===== src/rtl/mw_eeprom_pkg.sv =====
package mw_eeprom_pkg;
  typedef enum logic [1:0] {
    OP_EXT   = 2'b00,
    OP_WRITE = 2'b01,
    OP_READ  = 2'b10,
    OP_ERASE = 2'b11
  } mw_op_e;

  typedef enum logic [1:0] {
    SUB_LOCK   = 2'b00,
    SUB_FILL   = 2'b01,
    SUB_WIPE   = 2'b10,
    SUB_UNLOCK = 2'b11
  } mw_sub_e;

  typedef enum logic [2:0] {
    S_IDLE, S_OP, S_ADDR, S_DATA, S_READ, S_DONE
  } mw_state_e;
endpackage


===== src/rtl/mw_store_array.sv =====
module mw_store_array #(
  parameter int ADDR_W = 6,
  parameter int DATA_W = 16
) (
  input  logic              clk,
  input  logic              rst,
  input  logic              rd_en_i,
  input  logic [ADDR_W-1:0] rd_addr_i,
  output logic [DATA_W-1:0] rd_data_o,
  input  logic              req_i,
  input  logic              bulk_i,
  input  logic [ADDR_W-1:0] addr_i,
  input  logic [DATA_W-1:0] data_i,
  output logic              sweep_o
);
  localparam int DEPTH = 1 << ADDR_W;
  localparam logic [ADDR_W-1:0] LAST = ADDR_W'(DEPTH - 1);

  logic [DATA_W-1:0] mem [DEPTH];
  logic [DATA_W-1:0] rd_q;
  logic [DATA_W-1:0] fill_q;
  logic [ADDR_W-1:0] sw_addr_q;
  logic              sweep_q;
  logic              we;
  logic [ADDR_W-1:0] wa;
  logic [DATA_W-1:0] wd;

  always_comb begin
    we = sweep_q | (req_i & ~bulk_i);
    wa = sweep_q ? sw_addr_q : addr_i;
    wd = sweep_q ? fill_q : data_i;
  end

  always_ff @(posedge clk) begin
    if (we) mem[wa] <= wd;
  end

  always_ff @(posedge clk) begin
    if (rd_en_i) rd_q <= mem[rd_addr_i];
  end

  always_ff @(posedge clk) begin
    if (rst) begin
      sweep_q   <= 1'b0;
      sw_addr_q <= '0;
      fill_q    <= '0;
    end else if (sweep_q) begin
      if (sw_addr_q == LAST) sweep_q <= 1'b0;
      else sw_addr_q <= sw_addr_q + ADDR_W'(1);
    end else if (req_i && bulk_i) begin
      sweep_q   <= 1'b1;
      sw_addr_q <= '0;
      fill_q    <= data_i;
    end
  end

  assign rd_data_o = rd_q;
  assign sweep_o   = sweep_q;

  // a bulk sweep ends only after the last word was written
  a_r7_sweep_covers_all: assert property (@(posedge clk) disable iff (rst)
    $fell(sweep_q) |-> ($past(sw_addr_q) == LAST));
endmodule


===== src/rtl/mw_busy_timer.sv =====
module mw_busy_timer #(
  parameter int BUSY_CYCLES = 24
) (
  input  logic clk,
  input  logic rst,
  input  logic start_i,
  input  logic hold_i,
  output logic busy_o
);
  localparam int CNT_W = $clog2(BUSY_CYCLES + 1);
  localparam logic [CNT_W-1:0] LOAD = CNT_W'(BUSY_CYCLES);

  logic [CNT_W-1:0] cnt_q;

  always_ff @(posedge clk) begin
    if (rst) cnt_q <= '0;
    else if (start_i) cnt_q <= LOAD;
    else if (cnt_q != '0) cnt_q <= cnt_q - CNT_W'(1);
  end

  assign busy_o = (cnt_q != '0) | hold_i;

  // a program request always makes the model busy on the next cycle
  a_r9_start_makes_busy: assert property (@(posedge clk) disable iff (rst)
    start_i |=> busy_o);
endmodule


===== src/rtl/mw_cmd_decoder.sv =====
module mw_cmd_decoder
  import mw_eeprom_pkg::*;
#(
  parameter int ADDR_W = 6,
  parameter int DATA_W = 16
) (
  input  logic              clk,
  input  logic              rst,
  input  logic              cs_i,
  input  logic              di_i,
  input  logic              busy_i,
  input  logic [DATA_W-1:0] rd_data_i,
  output logic              rd_en_o,
  output logic [ADDR_W-1:0] rd_addr_o,
  output logic              prog_req_o,
  output logic              prog_bulk_o,
  output logic [ADDR_W-1:0] prog_addr_o,
  output logic [DATA_W-1:0] prog_data_o,
  output logic              dout_o
);
  localparam int CNT_W = $clog2(DATA_W + 1);
  localparam logic [CNT_W-1:0] ADDR_LAST = CNT_W'(ADDR_W - 1);
  localparam logic [CNT_W-1:0] DATA_LAST = CNT_W'(DATA_W - 1);
  localparam logic [CNT_W-1:0] DATA_END  = CNT_W'(DATA_W);
  localparam logic [DATA_W-1:0] ONES     = '1;

  mw_state_e         state_q;
  mw_op_e            op_q;
  logic [CNT_W-1:0]  cnt_q;
  logic [ADDR_W-1:0] addr_q;
  logic [DATA_W-2:0] data_q;
  logic [DATA_W-2:0] rd_sh_q;
  logic              en_q;
  logic              status_q;
  logic              dout_q;
  logic              req_q;
  logic              bulk_q;
  logic [ADDR_W-1:0] paddr_q;
  logic [DATA_W-1:0] pdata_q;

  logic [ADDR_W-1:0] addr_nx;
  logic [DATA_W-1:0] data_nx;
  logic              busy_any;
  logic              addr_done;
  logic              data_done;
  mw_sub_e           sub;

  always_comb begin
    addr_nx   = {addr_q[ADDR_W-2:0], di_i};
    data_nx   = {data_q, di_i};
    busy_any  = busy_i | req_q;
    addr_done = (state_q == S_ADDR) && (cnt_q == ADDR_LAST);
    data_done = (state_q == S_DATA) && (cnt_q == DATA_LAST);
    sub       = mw_sub_e'(addr_nx[ADDR_W-1 -: 2]);
    rd_en_o   = cs_i && addr_done && (op_q == OP_READ);
    rd_addr_o = addr_nx;
  end

  always_ff @(posedge clk) begin
    if (rst) begin
      state_q  <= S_IDLE;
      op_q     <= OP_EXT;
      cnt_q    <= '0;
      addr_q   <= '0;
      data_q   <= '0;
      rd_sh_q  <= '0;
      en_q     <= 1'b0;
      status_q <= 1'b0;
      dout_q   <= 1'b0;
      req_q    <= 1'b0;
      bulk_q   <= 1'b0;
      paddr_q  <= '0;
      pdata_q  <= '0;
    end else begin
      req_q <= 1'b0;
      if (!cs_i) begin
        state_q <= S_IDLE;
        cnt_q   <= '0;
        dout_q  <= 1'b0;
      end else begin
        case (state_q)
          S_IDLE: begin
            dout_q <= status_q & ~busy_any;
            if (!busy_any && di_i) begin
              state_q  <= S_OP;
              cnt_q    <= '0;
              status_q <= 1'b0;
              dout_q   <= 1'b0;
            end
          end
          S_OP: begin
            dout_q <= 1'b0;
            op_q   <= mw_op_e'({op_q[0], di_i});
            if (cnt_q == CNT_W'(1)) begin
              state_q <= S_ADDR;
              cnt_q   <= '0;
            end else begin
              cnt_q <= cnt_q + CNT_W'(1);
            end
          end
          S_ADDR: begin
            dout_q <= 1'b0;
            addr_q <= addr_nx;
            cnt_q  <= cnt_q + CNT_W'(1);
            if (addr_done) begin
              cnt_q   <= '0;
              state_q <= S_DONE;
              case (op_q)
                OP_READ:  state_q <= S_READ;
                OP_WRITE: state_q <= S_DATA;
                OP_ERASE: begin
                  if (en_q) begin
                    req_q    <= 1'b1;
                    bulk_q   <= 1'b0;
                    paddr_q  <= addr_nx;
                    pdata_q  <= ONES;
                    status_q <= 1'b1;
                  end
                end
                default: begin
                  case (sub)
                    SUB_UNLOCK: en_q <= 1'b1;
                    SUB_LOCK:   en_q <= 1'b0;
                    SUB_FILL:   state_q <= S_DATA;
                    default: begin
                      if (en_q) begin
                        req_q    <= 1'b1;
                        bulk_q   <= 1'b1;
                        pdata_q  <= ONES;
                        status_q <= 1'b1;
                      end
                    end
                  endcase
                end
              endcase
            end
          end
          S_DATA: begin
            dout_q <= 1'b0;
            data_q <= data_nx[DATA_W-2:0];
            cnt_q  <= cnt_q + CNT_W'(1);
            if (data_done) begin
              state_q <= S_DONE;
              if (en_q) begin
                req_q    <= 1'b1;
                bulk_q   <= (op_q == OP_EXT);
                paddr_q  <= addr_q;
                pdata_q  <= data_nx;
                status_q <= 1'b1;
              end
            end
          end
          S_READ: begin
            if (cnt_q == '0) begin
              dout_q  <= rd_data_i[DATA_W-1];
              rd_sh_q <= rd_data_i[DATA_W-2:0];
              cnt_q   <= CNT_W'(1);
            end else if (cnt_q == DATA_END) begin
              dout_q  <= 1'b0;
              state_q <= S_DONE;
            end else begin
              dout_q  <= rd_sh_q[DATA_W-2];
              rd_sh_q <= {rd_sh_q[DATA_W-3:0], 1'b0};
              cnt_q   <= cnt_q + CNT_W'(1);
            end
          end
          default: dout_q <= 1'b0;
        endcase
      end
    end
  end

  assign prog_req_o  = req_q;
  assign prog_bulk_o = bulk_q;
  assign prog_addr_o = paddr_q;
  assign prog_data_o = pdata_q;
  assign dout_o      = dout_q;

  // a low select always returns the decoder to waiting for a start bit
  a_r8_abort_to_idle: assert property (@(posedge clk) disable iff (rst)
    !cs_i |=> (state_q == S_IDLE));
  // no program request leaves while programming is locked
  a_r6_locked_no_program: assert property (@(posedge clk) disable iff (rst)
    req_q |-> en_q);
  // no instruction begins while busy
  a_r10_busy_blocks_start: assert property (@(posedge clk) disable iff (rst)
    (state_q == S_IDLE && busy_any) |=> (state_q == S_IDLE));
  // status reads low while busy
  a_r9_status_low_busy: assert property (@(posedge clk) disable iff (rst)
    (state_q == S_IDLE && cs_i && busy_any) |=> !dout_q);
  // the read word is preceded by a zero
  a_r2_leading_zero: assert property (@(posedge clk) disable iff (rst)
    rd_en_o |=> !dout_q);
endmodule


===== src/rtl/mw_eeprom.sv =====
module mw_eeprom #(
  parameter int ADDR_W      = 6,
  parameter int DATA_W      = 16,
  parameter int BUSY_CYCLES = 24
) (
  input  logic clk,
  input  logic rst,
  input  logic sel,
  input  logic sdi,
  output logic sdo
);
  logic              rd_en;
  logic [ADDR_W-1:0] rd_addr;
  logic [DATA_W-1:0] rd_data;
  logic              prog_req;
  logic              prog_bulk;
  logic [ADDR_W-1:0] prog_addr;
  logic [DATA_W-1:0] prog_data;
  logic              sweeping;
  logic              busy;

  mw_cmd_decoder #(.ADDR_W(ADDR_W), .DATA_W(DATA_W)) i_dec (
    .clk(clk), .rst(rst), .cs_i(sel), .di_i(sdi), .busy_i(busy),
    .rd_data_i(rd_data), .rd_en_o(rd_en), .rd_addr_o(rd_addr),
    .prog_req_o(prog_req), .prog_bulk_o(prog_bulk),
    .prog_addr_o(prog_addr), .prog_data_o(prog_data), .dout_o(sdo)
  );

  mw_store_array #(.ADDR_W(ADDR_W), .DATA_W(DATA_W)) i_arr (
    .clk(clk), .rst(rst), .rd_en_i(rd_en), .rd_addr_i(rd_addr),
    .rd_data_o(rd_data), .req_i(prog_req), .bulk_i(prog_bulk),
    .addr_i(prog_addr), .data_i(prog_data), .sweep_o(sweeping)
  );

  mw_busy_timer #(.BUSY_CYCLES(BUSY_CYCLES)) i_busy (
    .clk(clk), .rst(rst), .start_i(prog_req), .hold_i(sweeping),
    .busy_o(busy)
  );
endmodule


===== config.mk =====
export PLATFORM = sky130hd
export DESIGN_NAME = mw_eeprom
export DESIGN_NICKNAME = d
export VERILOG_FILES = /design/src/rtl/mw_eeprom_pkg.sv /design/src/rtl/mw_store_array.sv /design/src/rtl/mw_busy_timer.sv /design/src/rtl/mw_cmd_decoder.sv /design/src/rtl/mw_eeprom.sv
export SDC_FILE = /design/constraint.sdc
export NUM_CORES = 1
export LEC_CHECK = 0
export BUFFER_PORTS_ARGS = -buffer_cell sky130_fd_sc_hd__buf_2
export CAP_MARGIN = 20
export CORE_MARGIN = 2
export CORE_UTILIZATION = 40
export CTS_BUF_LIST = sky130_fd_sc_hd__clkbuf_8
export DETAILED_ROUTE_END_ITERATION = 7
export PLACE_DENSITY = 0.57
export REMOVE_ABC_BUFFERS = 1
export SLEW_MARGIN = 20
export SYNTH_ARGS = -nofsm -noshare
export SYNTH_HDL_FRONTEND = slang
export SYNTH_SLANG_ARGS = --single-unit

===== constraint.sdc =====
create_clock -name clk -period 3.3 [get_ports clk]
set_input_delay 0.33 -clock clk [delete_from_list [all_inputs] [get_ports clk]]
set_output_delay 0.33 -clock clk [all_outputs]
set_load 0.02 [all_outputs]

==> flow_metrics.env, run 1 <==
export IMPL_postSynth_topFlopCell="edfxtp_1"
export IMPL_synth_seq_cells=1141
export IMPL_grt_first_pass_wirelength_um=165000
export IMPL_routed_wire_length_per_instance_um=27.7
export IMPL_drc=0
export IMPL_setup_worst_path_start_class="flip-flop"
export IMPL_initial_antenna_violation_count=6
export IMPL_synth_area_per_cell_um2=19.8
export IMPL_port_buffer_count=4
export IMPL_final_seq_area_um2=33300
export IMPL_time_the_worst_path_needs_with_i_o_delays_and_setup_ns=3.10
export IMPL_share_clk_of_total_power_pct=39.9
export IMPL_tritoncts="done"
export IMPL_finalSetupViolations=0
export IMPL_largest_net_degree_at_the_start_of_global_routing=72
export IMPL_static_leakage_power_uw=0.0158
export IMPL_netlist_area_leader_share_pct=70.2
export IMPL_synth_largest_area_cell="edfxtp_1"
export IMPL_drt_wl_total_um=114000
export IMPL_synth_enable_flop_cells=1040
export IMPL_worstHoldPathType="input pin to flip-flop"
export IMPL_mappedNetlistArea_um2=44500
export IMPL_worst_r2r_path_depth=7
export IMPL_drt_pass1_iterations=7
export IMPL_cts_made_buffers=185
export IMPL_clock_skew_final_ns=0.0529
export IMPL_timing_max_transition_violations_final=0
export IMPL_combinationalPowerShare_pct=3.8
export IMPL_finalWeightedCongestion=0.831
export IMPL_grt_total_usage_pct=20.2
export IMPL_cts_reportedPaths_clkPinSlew_ns=0.06
export IMPL_maximum_level_of_the_cts_h_tree=4
export IMPL_worst_hold_slack_ns=0.257
export IMPL_total_of_warnings_raised_by_yosys=0
export IMPL_max_slew_margin_pct=25.1
export IMPL_net_switching_power_uw=6160
export IMPL_floorplan_io_pins=5
export IMPL_outcome="finished, final reports clean"
export IMPL_fp_row_count=122
export IMPL_finish_net_count=2492
export IMPL_via_count_of_the_first_global_routing_pass=23700
export IMPL_hold_depth=5
export IMPL_vias=23200
export IMPL_syn2layout_area_growth_pct=13.6
export IMPL_clock_path_buffers=3
export IMPL_unrepaired_setup_endpoints_after_global_routing="false"
export IMPL_multi_input_comb_area_um2=10500
export IMPL_post_route_period_util_pct=93.8
export IMPL_synth_seq_area_share_pct=74.8
export IMPL_power_share_sequential_pct=56.2
export IMPL_syn_instance_count=2245
export IMPL_power_ir_vdd_worst_mv=0.423
export IMPL_start_util_pct=40.2
export IMPL_layout_core_utilization_pct=45.7
export IMPL_number_of_distinct_library_cells_after_synthesis=69
export IMPL_coreArea_um2=111000
export IMPL_synthArstFlopShare_pct=0
export IMPL_antenna_left=0
export IMPL_drive_above_1_share_pct=28.0
export IMPL_cp_arrival_ns=3.67
export IMPL_endpoint_required_time_on_the_critical_path_ns=3.87
export IMPL_switching_share_pct=22.2
export IMPL_cell_types_occupying_the_most_area_after_synthesis="edfxtp_1 (70%), mux4_2 (14%), dfxtp_1 (4.5%)"
export IMPL_viasPerCell=5.65
export IMPL_crit_fanout=27
export IMPL_report_final_hold_viol_count=0
export IMPL_worstSetupPathType="flip-flop to flip-flop"
export IMPL_die_area_um2=114000
export IMPL_cts_num_sinks=1141
export IMPL_internal_power_uw=21600
export IMPL_fin_total_pwr_uw=27800
export IMPL_power_density_nw_per_um2=550
export IMPL_setup_tns_final_ns=0
export IMPL_overflow=0
export IMPL_critical_path_endpoint_type="flip-flop"
export IMPL_final_fill_count=9378
export IMPL_clock_fmax_ghz=0.323
export IMPL_clock_root_buffer="clkbuf_8"
export IMPL_die_y_um=337
export IMPL_tightest_slew_ns=1.12
export IMPL_timing_max_cap_violations=0
export IMPL_post_detail_place_hpwl_um=65200
export IMPL_drt_iter0_drc=2478
export IMPL_dieWidth_um=337
export IMPL_clk_insertion_delay_late_ns=0.89
## power by group through the flow
stage | clock (µW) | combinational, µW | sequential [µW]
finish | 11100 | 1070 | 15600
global route | 12000 | 1150 | 15600
CTS | 11400 | 1080 | 15600
detailed placement | 0 | 1070 | 15900
global placement | 0 | 1050 | 15900
floorplan | 0 | 751 | 15900
## flip-flops by register name, indices dropped and copies added, names as in the netlist
signal / flops
i_dec.cnt_q: 5
i_dec.dout_o: 1
i_dec.rd_sh_q: 15
i_arr.rd_data_o: 16
i_dec.data_q: 15
i_arr.mem: 1024
i_busy.cnt_q: 5
i_arr.fill_q: 16
i_arr.sw_addr_q: 6
i_dec.state_q: 3
i_dec.op_q: 2
i_arr.sweep_o: 1
i_dec.en_q: 1
i_dec.status_q: 1
i_dec.prog_req_o: 1
i_dec.prog_bulk_o: 1
i_dec.addr_q: 6
i_dec.prog_addr_o: 6
i_dec.prog_data_o: 16
## final cells by class
class,count,area share [%]
flip-flops and latches,1141,65.8
well taps,1488,3.69
clock inverters,130,1.30
inverters,16,0.119
clock buffers,194,5.29
repair buffers,170,2.99
diodes,2,0.00991
multi-input cells,961,20.8
## timing repair
item,CTS,global route
setup endpoints to repair,1,0
setup buffers,0,0
hold buffers,2,0
hold endpoints to repair,46,0
gates resized for setup,1,0
## routing by layer
| layer | global-route usage, % | wire, µm | vias to the layer above |
|---|---|---|---|
| met5 | 0 | 13 | - |
| met3 | 4.40 | 8820 | 178 |
| met1 | 28.4 | 48200 | 12400 |
| li1 | - | - | 9685 |
| met4 | 5.26 | 2370 | 2 |
| met2 | 32.3 | 54300 | 947 |
## cell usage in the layout (no fill, tap or decap), drive strengths merged, types with 14 or more instances in the layout
master  Yosys  layout
nand2     108     108
a21oi      52      52
o22ai      44      44
mux4      284     284
nand3      27      27
mux2i      42      42
inv        14      75
clkinv      2      68
clkbuf     63     194
o41ai      14      14
buf        64     168
dfxtp     101     101
o21ai      31      31
a211oi     50      50
nor2      170     170
edfxtp   1040    1040
mux2       20      20
## worst paths after layout
path | from | slack (ns) | end
max reg2reg | i_dec.addr_q[0] | 0.20 | i_arr.rd_data_o[12]
min reg2reg | i_dec.prog_data_o[8] | 0.44 | i_arr.fill_q[8]
min | sdi | 0.26 | i_dec.data_q[0]
max | i_dec.addr_q[0] | 0.20 | i_arr.rd_data_o[12]
## synth_stat cells, types with 8 or more instances
| cell type | n |
|---|---|
| a211oi_1 | 38 |
| a211oi_2 | 12 |
| a21oi_1 | 51 |
| buf_1 | 12 |
| buf_2 | 20 |
| buf_4 | 17 |
| buf_6 | 11 |
| clkbuf_1 | 63 |
| dfxtp_1 | 101 |
| edfxtp_1 | 1040 |
| ha_1 | 13 |
| inv_1 | 13 |
| mux2_2 | 20 |
| mux2i_1 | 42 |
| mux4_2 | 281 |
| nand2_1 | 107 |
| nand2b_1 | 8 |
| nand3_1 | 27 |
| nand3b_1 | 12 |
| nor2_1 | 169 |
| nor2b_1 | 8 |
| nor3_1 | 8 |
| o21ai_0 | 17 |
| o21ai_1 | 14 |
| o22ai_1 | 44 |
| o41ai_1 | 14 |
## critical path: stages, from the launching register on
cell,delay [ns]
dfxtp_4,0.63
buf_12,0.28
buf_4,0.35
mux4_2,0.37
mux2i_2,0.53
a211oi_1,0.16
o21ai_1,0.31
o41ai_1,0.18
## cells by family (layout without fill, tap and decap cells)
family	Yosys count	in the layout	share of synthesized area [%]
adders and majority gates	13	13	0.366
muxes	346	346	15.9
and+or+nand+nor	373	373	3.76
xor gates and xnor gates	3	3	0.0591
other	0	2	0
buffers and inverters	143	510	1.73
DFF	1141	1141	74.8
AOI/OAI and AO/OA	226	226	3.47
## per-stage QoR
step | area, µm² | cells | setup WS, ns
after floorplan | 43800 | 2118 | -4.32
after global placement | 47200 | 3774 | 0.0119
after detailed placement | 47200 | 3774 | -0.0242
after CTS | 50500 | 4100 | 0.187
after global routing | 50500 | 4101 | 0.0721
final | 50500 | 4102 | 0.203
No activity file was read; power rests on OpenSTA's default activity.
==> run 2, diff against run 1 <==
==> constraint.sdc (replaced) <==
create_clock -name clk -period 3.3 [get_ports clk]
set_input_delay 0.66 -clock clk [delete_from_list [all_inputs] [get_ports clk]]
set_output_delay 0.66 -clock clk [all_outputs]
set_load 0.02 [all_outputs]
==> flow_metrics.env, run 2 (synthesized netlist as in run 1, its figures left out) <==
export IMPL_tightest_slew_ns=1.09
export IMPL_drive_above_1_share_pct=28.6
export IMPL_cts_num_sinks=1141
export IMPL_vias=23000
export IMPL_critical_path_slowest_cell="dfxtp_4"
export IMPL_finish_net_count=2505
export IMPL_outcome="finished, final reports clean"
export IMPL_maximum_level_of_the_cts_h_tree=4
export IMPL_largest_register_ffs=1024
export IMPL_viasPerCell=5.56
export IMPL_drt_iter0_drc=2438
export IMPL_placed_area_um2=47200
export IMPL_fp_row_count=122
export IMPL_drt_wl_total_um=112000
export IMPL_syn2layout_area_growth_pct=14.2
export IMPL_max_slew_margin_pct=27.6
export IMPL_clock_skew_final_ns=0.0423
export IMPL_non_filler_cell_area_final_um2=50800
export IMPL_port_buffer_count=4
export IMPL_setup_tns_final_ns=0
export IMPL_pre_cts_ws_ns=-0.113
export IMPL_drt_pass1_iterations=5
export IMPL_endpoint_required_time_on_the_critical_path_ns=3.88
export IMPL_r2r_slack_ns=0.30
export IMPL_finalWeightedCongestion=0.826
export IMPL_timing_critical_path_cells="buf_12 > buf_4 > mux4_2 > mux2i_1 > a211oi_1 > o21ai_1 > o41ai_1"
export IMPL_finalSetupViolations=0
export IMPL_time_the_worst_path_needs_with_i_o_delays_and_setup_ns=3.00
export IMPL_placed_cells_incl_taps=3788
export IMPL_die_area_um2=114000
export IMPL_setup_worst_path_start_class="flip-flop"
export IMPL_timing_hold_worst_endpoint="i_busy.cnt_q[3]"
export IMPL_clock_path_buffers=3
export IMPL_cts_post_setup_buffers_inserted=0
export IMPL_final_seq_area_um2=33300
export IMPL_worstHoldPathType="input pin to flip-flop"
export IMPL_largest_net_degree_at_the_start_of_global_routing=71
export IMPL_grt_total_usage_pct=19.9
export IMPL_cp_arrival_ns=3.58
export IMPL_largest_register="i_arr.mem"
export IMPL_final_common_cell="edfxtp_1"
export IMPL_initial_antenna_violation_count=4
export IMPL_post_route_period_util_pct=90.9
export IMPL_finalWorstSetupSlack_ns=0.301
export IMPL_post_detail_place_hpwl_um=64600
export IMPL_floorplan_io_pins=5
export IMPL_overflow=0
export IMPL_hold_depth=2
export IMPL_cts_hold_repair_buffers=0
export IMPL_power_ir_vdd_worst_mv=0.396
export IMPL_power_density_nw_per_um2=560
export IMPL_multi_input_comb_area_um2=10500
export IMPL_static_leakage_power_uw=0.0160
export IMPL_mostFrequentLayoutCells="edfxtp_1 (1040), mux4_2 (281), clkbuf_8 (197)"
export IMPL_coreArea_um2=111000
export IMPL_via_count_of_the_first_global_routing_pass=23500
export IMPL_crit_fanout=32
export IMPL_report_final_hold_viol_count=0
export IMPL_cts_reportedPaths_clkPinSlew_ns=0.06
export IMPL_worst_r2r_path_depth=7
export IMPL_timing_max_cap_violations=0
export IMPL_grt_first_pass_wirelength_um=163000
export IMPL_cts_made_buffers=185
export IMPL_die_y_um=337
export IMPL_cpPeakStageDelay_ns=0.59
export IMPL_cts_resized=0
export IMPL_clock_fmax_ghz=0.333
export IMPL_clk_insertion_delay_late_ns=0.86
export IMPL_critical_path_reg2reg_startpoint="i_dec.addr_q[0]"
export IMPL_antenna_left=0
export IMPL_worstReg2RegEnd="i_arr.rd_data_o[4]"
export IMPL_clock_root_buffer="clkbuf_8"
export IMPL_critical_path_endpoint_type="flip-flop"
export IMPL_start_util_pct=40.2
export IMPL_dieWidth_um=337
export IMPL_fin_total_pwr_uw=28400
export IMPL_final_fill_count=9386
export IMPL_finish_cell_count_without_fillers=4134
export IMPL_routed_wire_length_per_instance_um=27.0
export IMPL_timing_max_transition_violations_final=0
export IMPL_tritoncts="done"
export IMPL_hold_path_startpoint="rst"
export IMPL_drc=0
export IMPL_unrepaired_setup_endpoints_after_global_routing="false"
export IMPL_worstSetupPathType="flip-flop to flip-flop"
==> run 2: cell types whose count changed in the layout (fill, tap and decap cells not counted), sizes merged <==
cell         previous run  this run
bufinv                  1         6
dlygate4sd3             2         0
inv                    75        77
clkbuf                194       197
clkinv                 68        77
buf                   168       183
==> run 2: layer usage <==
layer,GRT usage [%],part of all wire [%],up-vias,routed length (µm)
li1,-,-,9751,-
met1,28.3,43,12200,48400
met2,32.0,48,813,53900
met3,3.57,6.5,166,7320
met4,5.17,1.9,0,2150
met5,0,0,-,0
==> run 2: worst max-delay path by stage <==
stage	cells past startpoint	startpoint	slack, ns	to
final	7	i_dec.addr_q[0]	0.30	i_arr.rd_data_o[4]
after global routing	5	i_dec.addr_q[3]	0.14	i_arr.rd_data_o[3]
after CTS	7	i_dec.addr_q[0]	0.32	i_arr.rd_data_o[4]
after detailed placement	9	sdi	-0.11	i_arr.rd_data_o[14]
after global placement	9	sdi	-0.09	i_arr.rd_data_o[14]
after floorplan	3	i_dec.addr_q[0]	-4.32	i_arr.rd_data_o[14]
==> run 2: layout make-up <==
type	count	share of cell area, %
repair buffers	183	3.10
well taps	1488	3.66
flip-flops and latches	1141	65.5
clock buffers	197	5.34
diodes	2	0.00985
clock inverters	146	1.67
inverters	16	0.118
multi-input cells	961	20.6
==> run 2: report_power, final <==
group	leakage, µW	internal, µW	total [µW]	switching, µW
combinational	0.00383	514	1090	572
sequential	0.0101	15600	15600	51.5
clock	0.00203	6030	11700	5700
total	0.0160	22100	28400	6320
==> run 2: stage by stage <==
stage	hold slack [ns]	util (%)
6_report	0.306	46.0
3_3_place_gp	0.438	42.7
2_1_floorplan	0.427	-
4_1_cts	0.224	45.9
3_5_place_dp	0.449	42.7
5_1_grt	0.285	46.0
==> run 2: worst max-delay path: cells and delay by family, from the launching register on <==
kind / cells / cell delay [ns]
AOI/OAI and AO/OA: 3 / 0.65
muxes: 2 / 0.85
DFF: 1 / 0.59
buffers and inverters: 2 / 0.59
